## src/rtl/bit_stripe_pkg.sv

```systemverilog
package bit_stripe_pkg;
  localparam int unsigned BYTE_W = 8;

  typedef enum logic {
    DIR_STRIPE   = 1'b0,
    DIR_UNSTRIPE = 1'b1
  } stripe_dir_e;

  // Position of a bit inside a packed group: element e, bit b.
  function automatic int unsigned bit_pos(input int unsigned e, input int unsigned b,
                                          input int unsigned w);
    return e * w + b;
  endfunction
endpackage

```

## src/rtl/stripe_core.sv

```systemverilog
// Fixed wiring for an N-way column-wise bit interleave, MSB first.
// The k-th bit of the row-wise walk (element k/W, bit W-1-k%W) lands in
// element k%N, bit W-1-k/N. INVERSE swaps source and destination.
module stripe_core #(
  parameter int unsigned N       = 2,
  parameter int unsigned W       = 8,
  parameter bit          INVERSE = 1'b0
) (
  input  logic [N*W-1:0] din,
  output logic [N*W-1:0] dout
);
  import bit_stripe_pkg::*;
  localparam int unsigned TOTAL = N * W;

  for (genvar k = 0; k < TOTAL; k++) begin : g_bit
    localparam int unsigned ROW_POS = bit_pos(k / W, W - 1 - (k % W), W);
    localparam int unsigned COL_POS = bit_pos(k % N, W - 1 - (k / N), W);
    if (INVERSE) begin : g_inv
      assign dout[ROW_POS] = din[COL_POS];
    end else begin : g_fwd
      assign dout[COL_POS] = din[ROW_POS];
    end
  end
endmodule

```

## src/rtl/stage_reg.sv

```systemverilog
// Single output register with valid/ready; accepts when empty or draining.
module stage_reg #(
  parameter int unsigned DW = 17
) (
  input  logic          clk,
  input  logic          rst_n,
  input  logic          s_valid,
  output logic          s_ready,
  input  logic [DW-1:0] s_data,
  output logic          m_valid,
  input  logic          m_ready,
  output logic [DW-1:0] m_data
);
  logic          full_q;
  logic [DW-1:0] data_q;

  assign s_ready = !full_q || m_ready;

  always_ff @(posedge clk) begin
    if (!rst_n) begin
      full_q <= 1'b0;
      data_q <= '0;
    end else if (s_ready) begin
      full_q <= s_valid;
      if (s_valid) data_q <= s_data;
    end
  end

  assign m_valid = full_q;
  assign m_data  = data_q;
endmodule

```

## src/rtl/lane_map.sv

```systemverilog
// Output element i drives lane N-1-i when all lanes are in use;
// in single-lane mode every lane repeats element 0.
module lane_map #(
  parameter int unsigned N = 2,
  parameter int unsigned W = 8
) (
  input  logic           dual,
  input  logic [N*W-1:0] group,
  output logic [N*W-1:0] lanes
);
  for (genvar l = 0; l < N; l++) begin : g_lane
    localparam int unsigned SRC = N - 1 - l;
    assign lanes[l*W +: W] = dual ? group[SRC*W +: W] : group[0 +: W];
  end
endmodule

```

## src/rtl/bit_stripe_unit.sv

```systemverilog
module bit_stripe_unit #(
  parameter int unsigned LANES  = 2,
  parameter int unsigned BYTE_W = bit_stripe_pkg::BYTE_W
) (
  input  logic                    clk,
  input  logic                    rst_n,
  input  logic                    in_valid,
  output logic                    in_ready,
  input  logic [LANES*BYTE_W-1:0] in_data,
  input  logic                    in_unstripe,
  input  logic                    in_dual,
  output logic                    out_valid,
  input  logic                    out_ready,
  output logic [LANES*BYTE_W-1:0] out_data,
  output logic [LANES*BYTE_W-1:0] out_lane
);
  import bit_stripe_pkg::*;
  localparam int unsigned GW = LANES * BYTE_W;
  localparam int unsigned SW = GW + 1;

  logic [GW-1:0] striped, unstriped, next_group;
  stripe_dir_e   dir;

  stripe_core #(.N(LANES), .W(BYTE_W), .INVERSE(1'b0)) u_fwd (
    .din (in_data),
    .dout(striped)
  );
  stripe_core #(.N(LANES), .W(BYTE_W), .INVERSE(1'b1)) u_inv (
    .din (in_data),
    .dout(unstriped)
  );

  assign dir = stripe_dir_e'(in_unstripe);

  always_comb begin
    if (!in_dual)                 next_group = in_data;
    else if (dir == DIR_UNSTRIPE) next_group = unstriped;
    else                          next_group = striped;
  end

  logic [SW-1:0] held;

  stage_reg #(.DW(SW)) u_stage (
    .clk    (clk),
    .rst_n  (rst_n),
    .s_valid(in_valid),
    .s_ready(in_ready),
    .s_data ({in_dual, next_group}),
    .m_valid(out_valid),
    .m_ready(out_ready),
    .m_data (held)
  );

  assign out_data = held[GW-1:0];

  lane_map #(.N(LANES), .W(BYTE_W)) u_lanes (
    .dual (held[GW]),
    .group(held[GW-1:0]),
    .lanes(out_lane)
  );
endmodule

```

## config.mk

```make
export PLATFORM = sky130hd
export DESIGN_NAME = bit_stripe_unit
export DESIGN_NICKNAME = d
export VERILOG_FILES = /design/src/rtl/bit_stripe_pkg.sv /design/src/rtl/stripe_core.sv /design/src/rtl/stage_reg.sv /design/src/rtl/lane_map.sv /design/src/rtl/bit_stripe_unit.sv
export SDC_FILE = /design/constraint.sdc
export NUM_CORES = 1
export LEC_CHECK = 0
export BUFFER_PORTS_ARGS = -buffer_cell sky130_fd_sc_hd__buf_2
export CAP_MARGIN = 20
export CORE_MARGIN = 2
export CORE_UTILIZATION = 35
export DETAILED_ROUTE_END_ITERATION = 8
export GPL_TIMING_DRIVEN = 1
export SLEW_MARGIN = 5
export SYNTH_ARGS = -nofsm -noshare
export SYNTH_HDL_FRONTEND = slang
export SYNTH_SLANG_ARGS = --single-unit
```

## constraint.sdc

```tcl
create_clock -name clk -period 1.7 [get_ports clk]
set_input_delay 0.34 -clock clk [delete_from_list [all_inputs] [get_ports clk]]
set_output_delay 0.34 -clock clk [all_outputs]
set_load 0.05 [all_outputs]
```

==> results of run 1 <==
power groups by stage:
| stage | registers [mW] | logic, mW | clock network, mW |
|---|---|---|---|
| floorplan | 0.590 | 0.270 | 0 |
| global placement | 0.487 | 0.483 | 0 |
| detailed placement | 0.488 | 0.487 | 0 |
| CTS | 0.479 | 0.488 | 0.274 |
| global route | 0.484 | 0.532 | 0.300 |
| finish | 0.478 | 0.501 | 0.266 |
stage by stage:
stage	util	hold slack [ps]	worst slack [ps]	power, mW	instance area (sq um)
2_1_floorplan	-	488	68.4	0.859	1140
3_3_place_gp	0.473	462	256	0.969	1460
3_5_place_dp	0.473	463	162	0.975	1460
4_1_cts	0.485	295	22.1	1.24	1490
5_1_grt	0.495	298	4.98	1.32	1520
6_report	0.495	297	68.4	1.24	1520
routing by layer:
metal / global-route usage / vias to the layer above / share of wire
li1: - / 557 / -
met3: 0.0504 / 2 / 0.064
met5: 0 / - / 0
met4: 0.0280 / 0 / 0.0046
met1: 0.213 / 508 / 0.44
met2: 0.271 / 48 / 0.49
state kept, by name, summed over array words and instances, names as in the netlist:
register / flops
u_stage.m_valid: 1
u_stage.m_data: 17
worst max-delay path, cell delays in order, from the launching register on:
cell and delay, ps:
dfxtp_2 340, buf_4 130, mux2_2 330, buf_4 190
timing repair:
item                                   in CTS  in global routing
resized for setup                           0                 20
endpoints found under the hold margin       0                  0
setup endpoints to repair                   0                  9
logic make-up (layout without fill, tap and decap cells):
group                  after synthesis  after routing  share of synthesized area
AO/OA/AOI/OAI                       47             47                      0.310
multiplexers                        22             22                      0.202
buffers and inverters               21             72                      0.110
flip-flops                          18             18                      0.316
AND/OR/NAND/NOR                     17             17                     0.0615
final timing paths:
| path | from | end | slack, ps | depth (start not counted) |
|---|---|---|---|---|
| setup / recovery | u_stage.m_data[16] | out_lane[1] | 70 | 3 |
| hold reg to reg | u_stage.m_data[11] | u_stage.m_data[11] | 480 | 2 |
| setup reg to reg | u_stage.m_valid | u_stage.m_data[12] | 390 | 4 |
| hold / removal | in_data[8] | u_stage.m_data[8] | 300 | 3 |
synth_stat cells (all sizes together):
library cell | count | area share
mux2 | 8 | 0.079
a2111oi | 12 | 0.092
o21ai | 15 | 0.066
a211oi | 2 | 0.013
mux2i | 14 | 0.12
o21bai | 12 | 0.11
dfxtp | 18 | 0.32
nand3 | 3 | 0.013
nand2 | 12 | 0.040
buf | 14 | 0.087
a21oi | 6 | 0.026
inv | 3 | 0.0099
nor2b | 1 | 0.0055
clkbuf | 4 | 0.013
nor2 | 1 | 0.0033
cell type report:
cell class / instances / area, sq um
well taps: 44 / 55.1
fillers: 296 / 1560
multi-input cells: 86 / 656
clock buffers: 4 / 36.3
repair buffers: 65 / 403
inverters: 3 / 11.3
flip-flops and latches: 18 / 362
==> flow_metrics.tcl, run 1 <==
set metrics [dict create \
    drive_gt1_frac 0.511 \
    finalNonFillerCells 220 \
    switching_share 0.404 \
    clk_pin_slew_worst_paths_ps 110 \
    ys_warn_count 0 \
    p_sw_mw 0.503 \
    p_per_area_nw_per_um2 817 \
    period_minus_slack_ps 1630 \
    endpoint_kind "output port" \
    status "complete, no violations" \
    grt_use_total 0.163 \
    grt_pass1_wl_um 4580 \
    start_util 0.370 \
    area_growth_pct 33.7 \
    power.static_leakage_nw 0.745 \
    syn_inst 125 \
    ys_types 18 \
    grt_max_degree 22 \
    worstSetupStartpointType "flip-flop" \
    arrival_ps 1290 \
    final_max_slew_viol_count 0 \
    placementRows 20 \
    drt_iter0_markers 23 \
    ys_seq_area_frac 0.316 \
    cp.required_ps 1360 \
    wirelength_um 2840 \
    dieHeight_um 61.0 \
    min_path_type "in -> reg" \
    viasPerCell 5.07 \
    grt_setup_unrepaired "no" \
    grt_pass1_vias 1005 \
    clk_path_buf_depth 2 \
    hold_viol 0 \
    cts_inserted_buffers 3 \
    final_antenna_net_count 0 \
    n_antenna_cell 0 \
    place.gp.congestion 0.747 \
    relSlewSlack 0.682 \
    path_class "reg -> out" \
    layout_commonest_cell "buf_2" \
    ys_ff_latch 18 \
    final_cell_mix "47 x buf_2, 17 x dfxtp_1, 15 x o21ai_0, 14 x mux2i_1, 14 x buf_4" \
    place_inst 216 \
    syn_nets 147 \
    p_clk_frac 0.213 \
    combPwrFrac 0.402 \
    wl_per_cell_um 12.9 \
    skew_ps 7.13 \
    htreeDepth 1 \
    syn_area_per_cell_sq_um 9.11 \
    first_pass_iters 4 \
    cts-root-buf "clkbuf_4" \
    achievable-frequency_mhz 613 \
    critPathMaxFanout 4 \
    overflow 0 \
    antenna_found_initial 0 \
    finalCritPeriodShare 0.960 \
    ir_drop_mv 0.429 \
    maxCapViolCount 0 \
    tightest_slew_ps 465 \
    p_int_mw 0.742 \
    cts_sinks 18 \
    finalNetCount 199 \
    finalSetupViolCount 0 \
    port-buffer-count 55 \
    drc_errors 0 \
    io_pins 56 \
    power.share.sequential 0.384 \
    setup-tns-final_ps 0 \
    core_sq_um 3080 \
    cts_hold_buf 0 \
    clkLatencyLatePin_ps 290 \
    hpwl_um 2220 \
    num_vias 1115 \
    die_w_um 61.0 \
    dieArea_sq_um 3730 \
    syn_area_sq_um 1140 \
    cts_tree "yes" \
    post_cts_buffers 0 \
]
(Power assumes the default switching activity.)
==> run 2: changes to the inputs <==
--- a/config.mk
+++ b/config.mk
@@ -16,2 +16,3 @@
 export SYNTH_HDL_FRONTEND = slang
+export SYNTH_HIERARCHICAL = 1
 export SYNTH_SLANG_ARGS = --single-unit
==> constraint.sdc (replaced) <==
create_clock -name clk -period 1.7 [get_ports clk]
set_input_delay 0.51 -clock clk [delete_from_list [all_inputs] [get_ports clk]]
set_output_delay 0.51 -clock clk [all_outputs]
set_load 0.05 [all_outputs]
==> run 2 against run 1 <==
  * The flow now finishes with violations (negative setup slack)
  * Hold slack improved by 180 ps
  * Critical path type unchanged
  * Largest cell class unchanged
  * Via count decreased by 2.4%
  * Core utilization decreased by 10 points
  * Highest routed layer unchanged
  * Total power increased by 8.3%
  * Setup slack got worse by 71 ps
  * Critical path depth unchanged
  * Synthesized area increased by 33%
  * Global-route usage decreased by 4.6 points
  * Wire length decreased by 1.6%
  * Combinational power increased by 14%
==> flow_metrics.tcl, run 2 <==
set metrics [dict create \
    critical_path.cell_chain "buf_6 -> mux2_4 -> buf_6" \
    p_int_mw 0.807 \
    achievable-frequency_mhz 587 \
    ys_ff_latch 18 \
    dpl_cell_area_sq_um 1510 \
    yosys-top-cells-area "dfxtp_1 24%, mux2i_1 22%, buf_4 20%" \
    core_sq_um 4090 \
    die_w_um 69.9 \
    viasPerCell 4.48 \
    path_buf_inv 2 \
    area_growth_pct 5.94 \
    wl_per_cell_um 11.5 \
    p_per_area_nw_per_um2 838 \
    synth.top_cell.area_share 0.237 \
    largest_register_ffs 17 \
    port-buffer-count 55 \
    skew_ps 0.284 \
    power.static_leakage_nw 0.840 \
    syn_area_per_cell_sq_um 8.39 \
    worstSetupStartpointType "flip-flop" \
    place.gp.congestion 0.757 \
    cpPeakStageDelay_ps 340 \
    final_core_util 0.393 \
    syn_nets 203 \
    clk_path_buf_depth 2 \
    critPathMaxFanout 5 \
    grt_setup_unrepaired "yes" \
    arrival_ps 1190 \
    relSlewSlack 0.665 \
    synth-async-reset-ratio 0 \
    violations "negative setup slack" \
    drt_iter0_markers 41 \
    ir_drop_mv 0.346 \
    synth_most_common_cell "buf_4" \
    cts_inserted_buffers 3 \
    ys_seq_area_frac 0.237 \
    ys_types 15 \
    dieHeight_um 69.9 \
    ys_warn_count 6 \
    final_antenna_net_count 0 \
    wirelength_um 2790 \
    combPwrFrac 0.424 \
    cts_sinks 18 \
    finalCritPeriodShare 1.00 \
    grt_use_total 0.117 \
    htreeDepth 1 \
    cts_tree "yes" \
    crit_family "flip-flops" \
    antenna_found_initial 0 \
    io_pins 56 \
    syn_area_sq_um 1520 \
    path_class "reg -> out" \
    first_pass_iters 4 \
    power.share.sequential 0.361 \
    hold_viol 0 \
    tightest_slew_ps 502 \
    critical-path-slowest-cell "dfxtp_2" \
    finalSetupViolCount 1 \
    drc_errors 0 \
    synth_edf_count 0 \
    p_clk_frac 0.215 \
    min_path_type "reg -> reg" \
    grt_max_degree 33 \
    grt_pass1_wl_um 4610 \
    final_max_slew_viol_count 0 \
    endpoint_kind "output port" \
    cp.required_ps 1190 \
    drive_gt1_frac 0.389 \
    start_util 0.371 \
    clk_pin_slew_worst_paths_ps 60 \
    n_antenna_cell 0 \
    yosys-top-cells-count "40 x buf_4, 34 x nand2_1, 33 x mux2i_1" \
    dieArea_sq_um 4880 \
    maxCapViolCount 0 \
    p_sw_mw 0.541 \
    setup_ws_ps -2.44 \
    dp_slack_ps 213 \
    stdcell_area_sq_um 1610 \
    period_minus_slack_ps 1700 \
    switching_share 0.401 \
    finalNetCount 217 \
    place_inst 240 \
    finalNonFillerCells 243 \
    cts_hold_buf 0 \
    critPathMostFrequentCell "buf_6" \
    status "finished, violations left" \
    hpwl_um 2180 \
    layout_commonest_cell "buf_2" \
    num_vias 1088 \
    cts-root-buf "clkbuf_8" \
    final_cell_mix "47 x buf_2, 34 x nand2_1, 33 x mux2i_1, 17 x dfxtp_1" \
    grt_pass1_vias 1038 \
    synth_top_area_cell "dfxtp_1" \
    syn_inst 181 \
    overflow 0 \
    synthFlopType "dfxtp_1" \
    clkLatencyLatePin_ps 250 \
    placementRows 23 \
]
[run 2: cell types whose count changed after synthesis, moves of 3 or more]
cell	previous run	this run
a2111oi_0	12	0
a21oi_1	6	16
buf_4	9	40
mux2_2	8	0
mux2_4	0	8
mux2i_1	14	33
nand2_1	12	34
nand3_1	3	0
nor2_1	1	16
o21ai_0	15	0
o21bai_2	10	0
[run 2: power groups by stage]
stage,combinational (mW),sequential [mW],clock [mW]
finish,0.571,0.486,0.290
global route,0.605,0.493,0.326
CTS,0.575,0.487,0.299
detailed placement,0.545,0.496,0
global placement,0.543,0.495,0
floorplan,0.395,0.605,0
[run 2: worst min-delay path, delay by kind of cell (launching register included)]
family           cells  cell delay [ps]
multiplexers         1               50
flip-flops           1              320
AND/OR/NAND/NOR      1               50
[run 2: repair_timing]
action / CTS / global route
endpoints found under the setup margin: 8 / 8
buffers inserted: 0 / 0
resized for setup: 19 / 0
pin swaps: 0 / 0
[run 2: cell families after synthesis]
logic type / count (synthesis) / share of synthesized area
DFF: 18 / 0.237
AOI/OAI and AO/OA: 17 / 0.0577
and+or+nand+nor: 52 / 0.138
buffers and inverters: 53 / 0.270
muxes: 41 / 0.297
[run 2: through the flow]
stage	total power, mW	hold slack [ps]	TNS, ps
after global placement	1.04	456	0
after CTS	1.36	473	0
after global routing	1.42	490	-251
after floorplan	1.00	447	0
final	1.35	475	-2.44
after detailed placement	1.04	464	0
[run 2: metal layers]
metal  vias up  GRT usage  share of wire
met5         -          0              0
met2        30      0.215           0.50
met4         0     0.0256         0.0061
li1        578          -              -
met1       478      0.130           0.43
met3         2     0.0404          0.064
[run 2: layout make-up]
type | count | area (sq um)
Clock buffer | 3 | 41.3
Fill cell | 460 | 2480
Inverter | 1 | 3.75
Multi-Input combinational cell | 110 | 748
Sequential cell | 18 | 362
Tap cell | 50 | 62.6
Timing Repair Buffer | 61 | 390
[run 2: worst paths after layout]
kind,startpoint,end,slack (ps),cells past startpoint
worst max-delay path,u_stage/m_data[16],out_lane[5],-2,3
worst min register to register,u_stage/m_data[13],u_stage/m_data[13],470,2
worst min-delay path,u_stage/m_data[13],u_stage/m_data[13],470,2
worst max register to register,u_stage/m_valid,u_stage/m_data[10],660,3
==> run 3: changes to the inputs <==
ABC_CLOCK_PERIOD_IN_PS = 1700   (was default)
CTS_BUF_LIST = sky130_fd_sc_hd__clkbuf_16   (was default)
==> run 3 against run 2 <==
  * The flow now finishes without violations
  * Largest cell class unchanged
  * Critical path type unchanged
  * Sequential power is essentially flat
  * Hold slack lost 1.9 ps
  * Sequential share of layout area shrank 0.46 points
  * Critical endpoint unchanged
==> flow_metrics.tcl, run 3 (same netlist as run 2, synthesis figures left out) <==
set metrics [dict create \
    power.static_leakage_nw 0.855 \
    finalCritPeriodShare 0.994 \
    hpwl_um 2180 \
    core_sq_um 4090 \
    critical_path.cell_chain "buf_6 -> mux2_4 -> buf_6" \
    final_max_slew_viol_count 0 \
    grt_setup_unrepaired "yes" \
    post_cts_buffers 0 \
    critPathMostFrequentCell "buf_6" \
    grt_use_total 0.118 \
    status "complete, no violations" \
    ir_drop_mv 0.382 \
    grt_pass1_vias 1033 \
    tightest_slew_ps 504 \
    cts_resized 15 \
    cts_sinks 18 \
    grt_max_degree 33 \
    p_int_mw 0.959 \
    relSlewSlack 0.664 \
    clk_pin_slew_worst_paths_ps 50 \
    final_core_util 0.402 \
    p_per_area_nw_per_um2 922 \
    port-buffer-count 55 \
    switching_share 0.366 \
    cts_hold_buf 0 \
    combPwrFrac 0.378 \
    period_minus_slack_ps 1690 \
    area_growth_pct 8.16 \
    die_w_um 69.9 \
    n_antenna_cell 0 \
    drc_errors 0 \
    grt_pass1_wl_um 4620 \
    wl_per_cell_um 11.5 \
    wirelength_um 2800 \
    first_pass_iters 4 \
    dieHeight_um 69.9 \
    clkLatencyLatePin_ps 240 \
    achievable-frequency_mhz 592 \
    place.gp.congestion 0.757 \
    finalSetupViolCount 0 \
    viasPerCell 4.45 \
    dp_slack_ps 213 \
    num_vias 1081 \
    power_mw 1.51 \
    drive_gt1_frac 0.389 \
    setup_ws_ps 9.59 \
    clk_path_buf_depth 2 \
    cp.required_ps 1190 \
    setup-tns-final_ps 0 \
    endpoint_kind "output port" \
    critical-path-slowest-cell "dfxtp_2" \
    io_pins 56 \
    maxCapViolCount 0 \
    dieArea_sq_um 4880 \
    overflow 0 \
    critPathMaxFanout 5 \
    placementRows 23 \
    largest_register_ffs 17 \
    cts-root-buf "clkbuf_16" \
    p_clk_frac 0.301 \
    final_cell_mix "47 x buf_2, 34 x nand2_1, 33 x mux2i_1, 17 x dfxtp_1" \
    drt_iter0_markers 45 \
    min_path_type "reg -> reg" \
    p_sw_mw 0.554 \
    path_class "reg -> out" \
    cpPeakStageDelay_ps 340 \
    skew_ps 1.56 \
    htreeDepth 1 \
    antenna_found_initial 0 \
    hold_viol 0 \
    start_util 0.371 \
    finalNetCount 217 \
    power.share.sequential 0.322 \
    final_antenna_net_count 0 \
    cts_inserted_buffers 3 \
    worstSetupStartpointType "flip-flop" \
    arrival_ps 1180 \
    cts_tree "yes" \
    layout_commonest_cell "buf_2" \
]
-- run 3: worst paths after layout --
path	from	to	slack, ps	cells past startpoint
worst max-delay path	u_stage/m_data[16]	out_lane[5]	10	3
worst min-delay path	u_stage/m_data[13]	u_stage/m_data[13]	470	2
worst min register to register	u_stage/m_data[13]	u_stage/m_data[13]	470	2
worst max register to register	u_stage/m_valid	u_stage/m_data[10]	670	3
-- run 3: final cells by class --
cell class | instances | area (sq um)
well taps | 50 | 62.6
fillers | 456 | 2440
repair buffers | 61 | 390
multi-input cells | 110 | 748
flip-flops and latches | 18 | 362
clock buffers | 3 | 75.1
inverters | 1 | 3.75
-- run 3: power by group through the flow --
stage / combinational, mW / sequential (mW) / clock (mW)
final: 0.571 / 0.487 / 0.455
after global routing: 0.605 / 0.494 / 0.489
after CTS: 0.568 / 0.488 / 0.465
after detailed placement: 0.545 / 0.496 / 0
after global placement: 0.543 / 0.495 / 0
after floorplan: 0.395 / 0.605 / 0
-- run 3: per-layer routing --
metal / part of all wire / track usage / vias to the layer above
met2: 0.50 / 0.216 / 27
met5: 0 / 0 / -
met3: 0.060 / 0.0404 / 2
met4: 0.0061 / 0.0256 / 0
li1: - / - / 580
met1: 0.43 / 0.130 / 472
-- run 3: stage by stage --
stage	instance area, sq um	hold slack, ps	instances
2_1_floorplan	1520	447	181
3_3_place_gp	1510	456	240
3_5_place_dp	1510	464	240
4_1_cts	1630	471	243
5_1_grt	1640	487	243
6_report	1640	473	243
-- run 3: critical path: cells and delay by family, from the launching register on --
kind	cells	cell delay [ps]
flops	1	340
mux	1	310
buf+inv	2	280
